$ cat src/rtl/vpfx_pkg.sv
package vpfx_pkg;
  localparam int BYTE_W = 8;
  localparam int REG_W  = 4;
  localparam int MAPF_W = 5;

  localparam logic [BYTE_W-1:0] LEAD_LONG  = 8'hC4;
  localparam logic [BYTE_W-1:0] LEAD_SHORT = 8'hC5;
  localparam logic [3:0]        REXT_HI    = 4'h4;

  typedef logic [BYTE_W-1:0] byte_t;

  typedef enum logic [1:0] {
    K_LEGACY = 2'd0,
    K_REXT   = 2'd1,
    K_VSHORT = 2'd2,
    K_VLONG  = 2'd3
  } kind_t;

  typedef enum logic [1:0] {
    MAP_NONE = 2'd0,
    MAP_0F   = 2'd1,
    MAP_0F38 = 2'd2,
    MAP_0F3A = 2'd3
  } map_t;

  typedef enum logic [2:0] {
    S_IDLE  = 3'd0,
    S_LEAD  = 3'd1,
    S_PB2   = 3'd2,
    S_OPC   = 3'd3,
    S_MODRM = 3'd4,
    S_EMIT  = 3'd5
  } st_t;

  typedef struct packed {
    logic             r;
    logic             x;
    logic             b;
    logic             w;
    logic [REG_W-1:0] vsrc;
    logic             vlen;
    byte_t            pfx;
    map_t             map;
    logic             map_err;
  } fields_t;

  function automatic logic is_lead(input byte_t v);
    return (v == LEAD_LONG) || (v == LEAD_SHORT);
  endfunction

  function automatic logic is_rext_hi(input logic [3:0] hi);
    return hi == REXT_HI;
  endfunction

  function automatic byte_t pp_to_byte(input logic [1:0] pp);
    case (pp)
      2'd1:    return 8'h66;
      2'd2:    return 8'hF3;
      2'd3:    return 8'hF2;
      default: return 8'h00;
    endcase
  endfunction

  function automatic map_t mapf_decode(input logic [MAPF_W-1:0] m);
    case (m)
      5'd1:    return MAP_0F;
      5'd2:    return MAP_0F38;
      5'd3:    return MAP_0F3A;
      default: return MAP_NONE;
    endcase
  endfunction
endpackage

$ cat src/rtl/vpfx_seq.sv
module vpfx_seq
  import vpfx_pkg::*;
(
  input  logic  clk,
  input  logic  rst,
  input  logic  mode64,
  input  logic  in_valid,
  input  byte_t in_data,
  output logic  in_ready,
  output logic  out_valid,
  input  logic  out_ready,
  output kind_t kind_q,
  output byte_t pb1_q,
  output byte_t pb2_q,
  output byte_t opc_q,
  output byte_t modrm_q,
  output logic  mode_q
);
  st_t   st_q;
  byte_t lead_q;
  logic  take;

  assign in_ready  = (st_q != S_EMIT);
  assign out_valid = (st_q == S_EMIT);
  assign take      = in_valid && in_ready;

  always_ff @(posedge clk) begin
    if (rst) begin
      st_q    <= S_IDLE;
      kind_q  <= K_LEGACY;
      lead_q  <= '0;
      pb1_q   <= '0;
      pb2_q   <= '0;
      opc_q   <= '0;
      modrm_q <= '0;
      mode_q  <= 1'b0;
    end else if (take) begin
      case (st_q)
        S_IDLE: begin
          mode_q <= mode64;
          pb1_q  <= '0;
          pb2_q  <= '0;
          if (is_lead(in_data)) begin
            lead_q <= in_data;
            st_q   <= S_LEAD;
          end else if (mode64 && is_rext_hi(in_data[7:4])) begin
            kind_q <= K_REXT;
            pb1_q  <= in_data;
            st_q   <= S_OPC;
          end else begin
            kind_q <= K_LEGACY;
            opc_q  <= in_data;
            st_q   <= S_MODRM;
          end
        end
        S_LEAD: begin
          if (!mode_q && (in_data[7:6] != 2'b11)) begin
            // segment-load opcode: this byte is already its ModRM
            kind_q  <= K_LEGACY;
            opc_q   <= lead_q;
            modrm_q <= in_data;
            st_q    <= S_EMIT;
          end else begin
            pb1_q <= in_data;
            if (lead_q == LEAD_SHORT) begin
              kind_q <= K_VSHORT;
              st_q   <= S_OPC;
            end else begin
              kind_q <= K_VLONG;
              st_q   <= S_PB2;
            end
          end
        end
        S_PB2: begin
          pb2_q <= in_data;
          st_q  <= S_OPC;
        end
        S_OPC: begin
          opc_q <= in_data;
          st_q  <= S_MODRM;
        end
        S_MODRM: begin
          modrm_q <= in_data;
          st_q    <= S_EMIT;
        end
        default: st_q <= S_IDLE;
      endcase
    end else if ((st_q == S_EMIT) && out_ready) begin
      st_q <= S_IDLE;
    end
  end
endmodule

$ cat src/rtl/vpfx_unpack.sv
module vpfx_unpack
  import vpfx_pkg::*;
(
  input  kind_t   kind,
  input  byte_t   pb1,
  input  byte_t   pb2,
  input  logic    mode_q,
  output fields_t fld
);
  fields_t          raw;
  logic [REG_W-1:0] vraw;
  logic [REG_W-1:0] vgate;

  always_comb begin
    raw  = '0;
    vraw = '0;
    case (kind)
      K_REXT: begin
        raw.w = pb1[3];
        raw.r = pb1[2];
        raw.x = pb1[1];
        raw.b = pb1[0];
      end
      K_VSHORT: begin
        raw.r    = ~pb1[7];
        vraw     = ~pb1[6:3];
        raw.vlen = pb1[2];
        raw.pfx  = pp_to_byte(pb1[1:0]);
        raw.map  = MAP_0F;
      end
      K_VLONG: begin
        raw.r       = ~pb1[7];
        raw.x       = ~pb1[6];
        raw.b       = ~pb1[5];
        raw.map     = mapf_decode(pb1[4:0]);
        raw.map_err = (mapf_decode(pb1[4:0]) == MAP_NONE);
        raw.w       = pb2[7];
        vraw        = ~pb2[6:3];
        raw.vlen    = pb2[2];
        raw.pfx     = pp_to_byte(pb2[1:0]);
      end
      default: raw = '0;
    endcase
  end

  // only the top index bit depends on the operating mode
  for (genvar i = 0; i < REG_W; i++) begin : g_vbit
    if (i == REG_W - 1) begin : g_hi
      assign vgate[i] = vraw[i] & mode_q;
    end else begin : g_lo
      assign vgate[i] = vraw[i];
    end
  end

  always_comb begin
    fld      = raw;
    fld.r    = raw.r & mode_q;
    fld.x    = raw.x & mode_q;
    fld.b    = raw.b & mode_q;
    fld.vsrc = vgate;
  end
endmodule

$ cat src/rtl/vpfx_decoder.sv
module vpfx_decoder
  import vpfx_pkg::*;
(
  input  logic       clk,
  input  logic       rst,
  input  logic       mode64,
  input  logic       in_valid,
  input  logic [7:0] in_data,
  output logic       in_ready,
  output logic       out_valid,
  input  logic       out_ready,
  output logic [1:0] out_kind,
  output logic       out_rex_r,
  output logic       out_rex_x,
  output logic       out_rex_b,
  output logic       out_w,
  output logic [3:0] out_vsrc,
  output logic       out_vlen,
  output logic [7:0] out_pfx,
  output logic [1:0] out_map,
  output logic       out_map_err,
  output logic [7:0] out_opcode,
  output logic [7:0] out_modrm,
  output logic       out_sib
);
  kind_t   kind_q;
  byte_t   pb1_q;
  byte_t   pb2_q;
  byte_t   opc_q;
  byte_t   modrm_q;
  logic    mode_q;
  fields_t fld;

  vpfx_seq u_seq (
    .clk       (clk),
    .rst       (rst),
    .mode64    (mode64),
    .in_valid  (in_valid),
    .in_data   (in_data),
    .in_ready  (in_ready),
    .out_valid (out_valid),
    .out_ready (out_ready),
    .kind_q    (kind_q),
    .pb1_q     (pb1_q),
    .pb2_q     (pb2_q),
    .opc_q     (opc_q),
    .modrm_q   (modrm_q),
    .mode_q    (mode_q)
  );

  vpfx_unpack u_unpack (
    .kind   (kind_q),
    .pb1    (pb1_q),
    .pb2    (pb2_q),
    .mode_q (mode_q),
    .fld    (fld)
  );

  assign out_kind    = kind_q;
  assign out_rex_r   = fld.r;
  assign out_rex_x   = fld.x;
  assign out_rex_b   = fld.b;
  assign out_w       = fld.w;
  assign out_vsrc    = fld.vsrc;
  assign out_vlen    = fld.vlen;
  assign out_pfx     = fld.pfx;
  assign out_map     = fld.map;
  assign out_map_err = fld.map_err;
  assign out_opcode  = opc_q;
  assign out_modrm   = modrm_q;
  assign out_sib     = (modrm_q[2:0] == 3'b100) && (modrm_q[7:6] != 2'b11);
endmodule

$ cat config.mk
export PLATFORM = sky130hd
export DESIGN_NAME = vpfx_decoder
export DESIGN_NICKNAME = d
export VERILOG_FILES = /design/src/rtl/vpfx_pkg.sv /design/src/rtl/vpfx_seq.sv /design/src/rtl/vpfx_unpack.sv /design/src/rtl/vpfx_decoder.sv
export SDC_FILE = /design/constraint.sdc
export NUM_CORES = 1
export LEC_CHECK = 0
export CORE_ASPECT_RATIO = 0.75
export CORE_UTILIZATION = 40
export DETAILED_ROUTE_END_ITERATION = 12
export DONT_BUFFER_PORTS = 1
export GPL_ROUTABILITY_DRIVEN = 0
export GPL_TIMING_DRIVEN = 0
export PLACE_DENSITY = 0.61
export SETUP_SLACK_MARGIN = 0.1
export SLEW_MARGIN = 15
export SYNTH_ARGS = -nofsm -noshare
export SYNTH_HDL_FRONTEND = slang
export SYNTH_HIERARCHICAL = 1
export SYNTH_SLANG_ARGS = --single-unit
$ cat constraint.sdc
create_clock -name clk -period 2 [get_ports clk]
set_clock_uncertainty 0.1 [all_clocks]
set_input_delay 0.4 -clock clk [delete_from_list [all_inputs] [get_ports clk]]
set_output_delay 0.4 -clock clk [all_outputs]
set_load 0.005 [all_outputs]
# == Yosys cells after proc, flatten, opt, wreduce, memory -nomap -nowiden ==
# Cells that the tools add are included.
# Widths: inputs -> output; s select.
# totals
ff_bits,46
inputBits,13
out_inout_bits,41
# classes
eq_ne,29
mux,32
bitwise_logic,9
reduce_logical,22
# ops
operator,n
$pmux 8 s3,3
$mux 8,7
$pmux 8 s2,3
$eq 8x8->1 const B,3
$pmux 11 s2,1
$mux 3,5
$pmux 3 s5,1
$eq 2x2->1 const B,6
$reduce_and 3->1,4
$eq 5x2->1 const B,2
$ne 2x2->1 const B,5
$eq 3x3->1 const B,3
$not 4->4,2
$pmux 4 s2,1
$reduce_bool 2->1,4
$eq 2x1->1 const B,3
$eq 3x2->1 const B,2
$mux 2,3
$pmux 2 s3,1
$pmux 3 s2,1
$eq 5x1->1 const B,1
$logic_and 1x1->1,5
$reduce_and 5->1,1
$and 1x1->1,4
15 further kinds,21

# == Logic depth before layout (Yosys ltp) ==
# depth
ltp_word,6
depth_mapped,6

# == Hierarchy ==
# Netlist, hierarchy kept.
# modules_own_cells
module,instances,cells_each,area_each_um2,seq_area_each_um2
vpfx_seq,1,247,2185.8,920.9
vpfx_unpack,1,46,331.6,0.0
vpfx_decoder,1,2,18.8,0.0

# == Worst setup path after synthesis ==
# No wires, ideal clock.
# synth_path
path_type,input-to-reg
start,input in_data[6]
end,register u_seq.opc_q[6]
arrival_time_ns,1.828
slack_ns,-0.059
stages,6
cell_sequence,buf_4 or4b_4 a2111oi_4 buf_6 a211o_2 a21oi_2
# synth_between
elab_chain_cells,4
# synth_lines
element,line,text
start: declaration,vpfx_decoder.sv:8,"input logic [7:0] in_data,"
"$eq 8x8->1, or another cell as far along",vpfx_pkg.sv:48,return (v == LEAD_LONG) || (v == LEAD_SHORT);
"$logic_or 1x1->1, or another cell as far along",vpfx_pkg.sv:48,
$ne 2x2->1 (no line) / $ne 2x1->1 (equally long branches),-,
$reduce_and 5->1 (no line),-,
end signal: assignment,vpfx_seq.sv:52,opc_q <= in_data;
end signal: assignment,vpfx_seq.sv:60,opc_q <= lead_q;
end signal: assignment,vpfx_seq.sv:79,opc_q <= in_data;
end: declaration,vpfx_seq.sv:15,"output byte_t opc_q,"
# Parallel ways exist; a longest one is shown, timed or not. The select of a mux whose other input is x is not followed.
# A chain may end at the register's enable or synchronous reset.

# == Final worst setup path ==
# layout_path
start,register u_seq.pb1_q[0]
end,output out_pfx[5]
# layout_between
elab_chain_cells,3
# layout_lines
element,line,text
start: declaration,vpfx_seq.sv:13,"output byte_t pb1_q,"
start signal: assignment,vpfx_seq.sv:48,pb1_q <= in_data;
start signal: assignment,vpfx_seq.sv:64,pb1_q <= in_data;
$eq 2x2->1 / $eq 2x1->1 (equally long branches),vpfx_pkg.sv:56,case (pp)
$pmux 8 s3 (*),vpfx_pkg.sv:56,
$pmux 11 s2 (*),vpfx_unpack.sv:17,case (kind)
end: declaration,vpfx_decoder.sv:19,"output logic [7:0] out_pfx,"
# Mark *: on every way between the ends. The rest lies on a longest branch, timed or not.

==> run_results.csv <==
group,metric,value,unit
critical_path,arrival,1.39,ns
layout,fill_cells,586,
min_path,hp-start,"in_data[0]",
synth,syn_area,2540,um^2
layout,final_cells,386,
layout,antennaDiodeCount,0,
critical_path,r2r-start,"u_seq/st_q[0]",
clock_network,cts_buffers,5,
synth,yosysSeqAreaShare,36.3,%
synth,ys_async_sr_fraction,0,%
sta,hold_slack,0.131,ns
floorplanning,num_rows,24,
floorplanning,die_w,93.9,um
critical_path,setup.worst_path.end_class,"output port",
global_route,grt_max_degree,14,
drt,drc,0,
global_route,track_usage,20.9,%
synth,ys_warn_count,6,
drt,avgViaCountPerCell,5.72,
critical_path,required,1.50,ns
sta,finalCritPeriodShare,94.3,%
sta,report.final.slew_viol_count,0,
clock_network,clk_pin_slew,0.09,ns
placement,place_inst,373,
synth,synth_cells,295,
critical_path,startpoint,"u_seq/pb1_q[0]",
floorplanning,io_pins,54,
layout,area_growth,12.9,%
global_route,grt_use_met2,30.3,%
sta,worstMarginPinSlew,0.605,ns
synth,syn_nets,308,
synth,ys_seq_elements,46,
sta,period_needed,1.89,ns
power,p_leak,0.982,nW
clock_network,clockRootBuffer,"clkbuf_8",
global_route,grt_pass1_wl,10800,um
power,power-per-cell-area,702,nW/um^2
global_route,top_usage_layer,"met1",
synth,synth_edf_count,0,
clock_network,cts_buffer_depth,2,
drt,routedWlPerCell,17.3,um
synth,synth_ff_type,"dfxtp_1",
placement,port_buffers,0,
clock_network,cts_tree,"yes",
floorplanning,die_y,71.0,um
synth,avgSynthCellArea,8.60,um^2
clock_network,cts_sinks,46,
drt,vias,2207,
global_route,grtUsageMet1,31.0,%
sta,tns,0,ns
global_route,overflow,0,
critical_path,cp_max_fo,6,
global_route,antenna_found_initial,0,
global_route,grt_pass1_vias,2067,
synth,yosysUniqueCellTypes,53,
sta,max_clock_freq,0.530,GHz
drt,ant_nets,0,
critical_path,critPathKind,"flop to output port",
flow_run,cap_violations,0,
clock_network,cts_max_level,2,
sta,finalHoldViolCount,0,
sta,max-slew-margin-rel,59.7,%
clock_network,clkLatencyLatePin,0.29,ns
placement,place.detailed.hpwl,4810,um
sta,rsz0062_at_grt,"yes",
floorplanning,core_region_area,5980,um^2
drt,initialDrtViolationCount,152,
drt,drtPass1Iterations,4,
critical_path,start_kind,"flop",
layout,final_net_count,320,
sta,setup_viol,0,
power,peakVddDrop,0.000309,V
drt,wl,6660,um
floorplanning,fp.dieArea,6670,um^2
min_path,hold_path.class,"input port to flop",
layout,utilization,47.9,%
global_route,grtUsageMet3,5.16,%
outcome,status,"completed",
layout,drive_above_1_share,23.4,%
floorplanning,start_util,42.4,%
per-layer routing:
layer  part of all wire (%)  vias up
met5                      0        -
met4                   0.59        0
met3                    8.5        4
met2                     42       67
met1                     48     1065
li1                       -     1071
layout by cell type, fill, tap and decap left out, types with 3 or more instances in the layout:
| master | n |
|---|---|
| nor2_1 | 13 |
| a21oi_2 | 9 |
| dfxtp_1 | 40 |
| a32oi_1 | 3 |
| nor3_1 | 5 |
| a22o_1 | 4 |
| clkbuf_1 | 8 |
| clkbuf_2 | 4 |
| a211oi_1 | 3 |
| nand3b_1 | 3 |
| o21ai_1 | 8 |
| mux2i_1 | 17 |
| nand3_1 | 9 |
| o21ai_0 | 3 |
| nand2b_1 | 25 |
| clkbuf_8 | 5 |
| buf_2 | 4 |
| nor2b_1 | 9 |
| and2_1 | 6 |
| inv_1 | 6 |
| a21oi_1 | 19 |
| a21boi_1 | 3 |
| buf_4 | 9 |
| dfxtp_2 | 4 |
| a211o_2 | 7 |
| nand2_1 | 29 |
| buf_6 | 3 |
worst paths after layout:
check	cells after the start	slack (ns)	endpoint
worst min-delay path	1	0.13	u_seq/pb1_q[0]
worst min register to register	2	0.36	u_seq/pb2_q[3]
worst max-delay path	3	0.11	out_pfx[5]
worst max register to register	5	0.15	u_seq/pb1_q[2]
Yosys cell counts, types with 3 or more instances:
cell type | count | share of area [%]
inv_1 | 6 | 0.89
nor3_1 | 5 | 0.99
dfxtp_1 | 46 | 36
and2_1 | 7 | 1.7
nand2_1 | 29 | 4.3
a21boi_1 | 3 | 0.89
a211o_2 | 8 | 3.2
a21oi_2 | 8 | 2.8
nor2b_1 | 11 | 2.7
a211oi_1 | 5 | 1.5
a22o_1 | 4 | 1.4
mux2i_1 | 17 | 6.7
nor2_1 | 14 | 2.1
nand3b_1 | 3 | 0.89
clkbuf_1 | 12 | 1.8
buf_4 | 6 | 1.8
o21ai_0 | 4 | 0.79
nand3_1 | 9 | 1.8
a21oi_1 | 20 | 3.9
a32oi_1 | 3 | 1.0
buf_2 | 4 | 0.79
o21ai_1 | 7 | 1.4
nand2b_1 | 25 | 6.2
power breakdown:
group	leakage (nW)	total [mW]	switching [mW]	internal, mW
Combinational	0.553	0.337	0.192	0.145
Sequential	0.376	0.993	0.0412	0.952
Clock	0.0524	0.680	0.306	0.374
area by class of cell:
type | instances | area [um^2] | area share [%]
Buffer | 25 | 160 | 5.59
Clock buffer | 7 | 76.3 | 2.67
Timing Repair Buffer | 5 | 37.5 | 1.31
Multi-Input combinational cell | 218 | 1510 | 52.6
Inverter | 6 | 22.5 | 0.787
Sequential cell | 46 | 933 | 32.6
Tap cell | 78 | 97.6 | 3.41
Clock inverter | 1 | 30.0 | 1.05
timing repair:
action | CTS | global route
gates resized for setup | 18 | 12
pin swaps | 3 | 2
hold buffers | 0 | 0
buffers inserted | 1 | 4
endpoints found under the setup margin | 30 | 25
state kept, by name, indices dropped and copies added (netlist names):
| signal | flops |
|---|---|
| u_seq/lead_q | 8 |
| u_seq/modrm_q | 8 |
| u_seq/opc_q | 8 |
| u_seq/pb1_q | 8 |
| u_seq/pb2_q | 8 |
| u_seq/st_q | 3 |
| u_seq/kind_q | 2 |
| u_seq/mode_q | 1 |
critical path, stage by stage, from the launching register on:
cell and delay (ns):
dfxtp_2 0.35, or2_2 0.31, o221a_2 0.29, buf_4 0.14
per-stage QoR:
step                power (mW)  setup WS, ns  instance area, um^2
global route              2.11        0.0665                 2860
detailed placement        1.31        -0.199                 2650
finish                    2.01         0.114                 2860
global placement          1.31        -0.208                 2650
floorplan                 1.24         0.104                 2550
CTS                       2.01         0.106                 2800
cell families (layout without fill, tap and decap cells):
kind of cell | count (synthesis) | in the layout | share of synthesized area, %
multiplexers | 17 | 17 | 6.71
AND/OR/NAND/NOR | 123 | 123 | 27.8
other | 1 | 1 | 0.148
AO/OA/AOI/OAI | 77 | 77 | 22.8
flip-flops | 46 | 46 | 36.3
buffers and inverters | 31 | 44 | 6.26
Power figures use the tool's default switching activity.
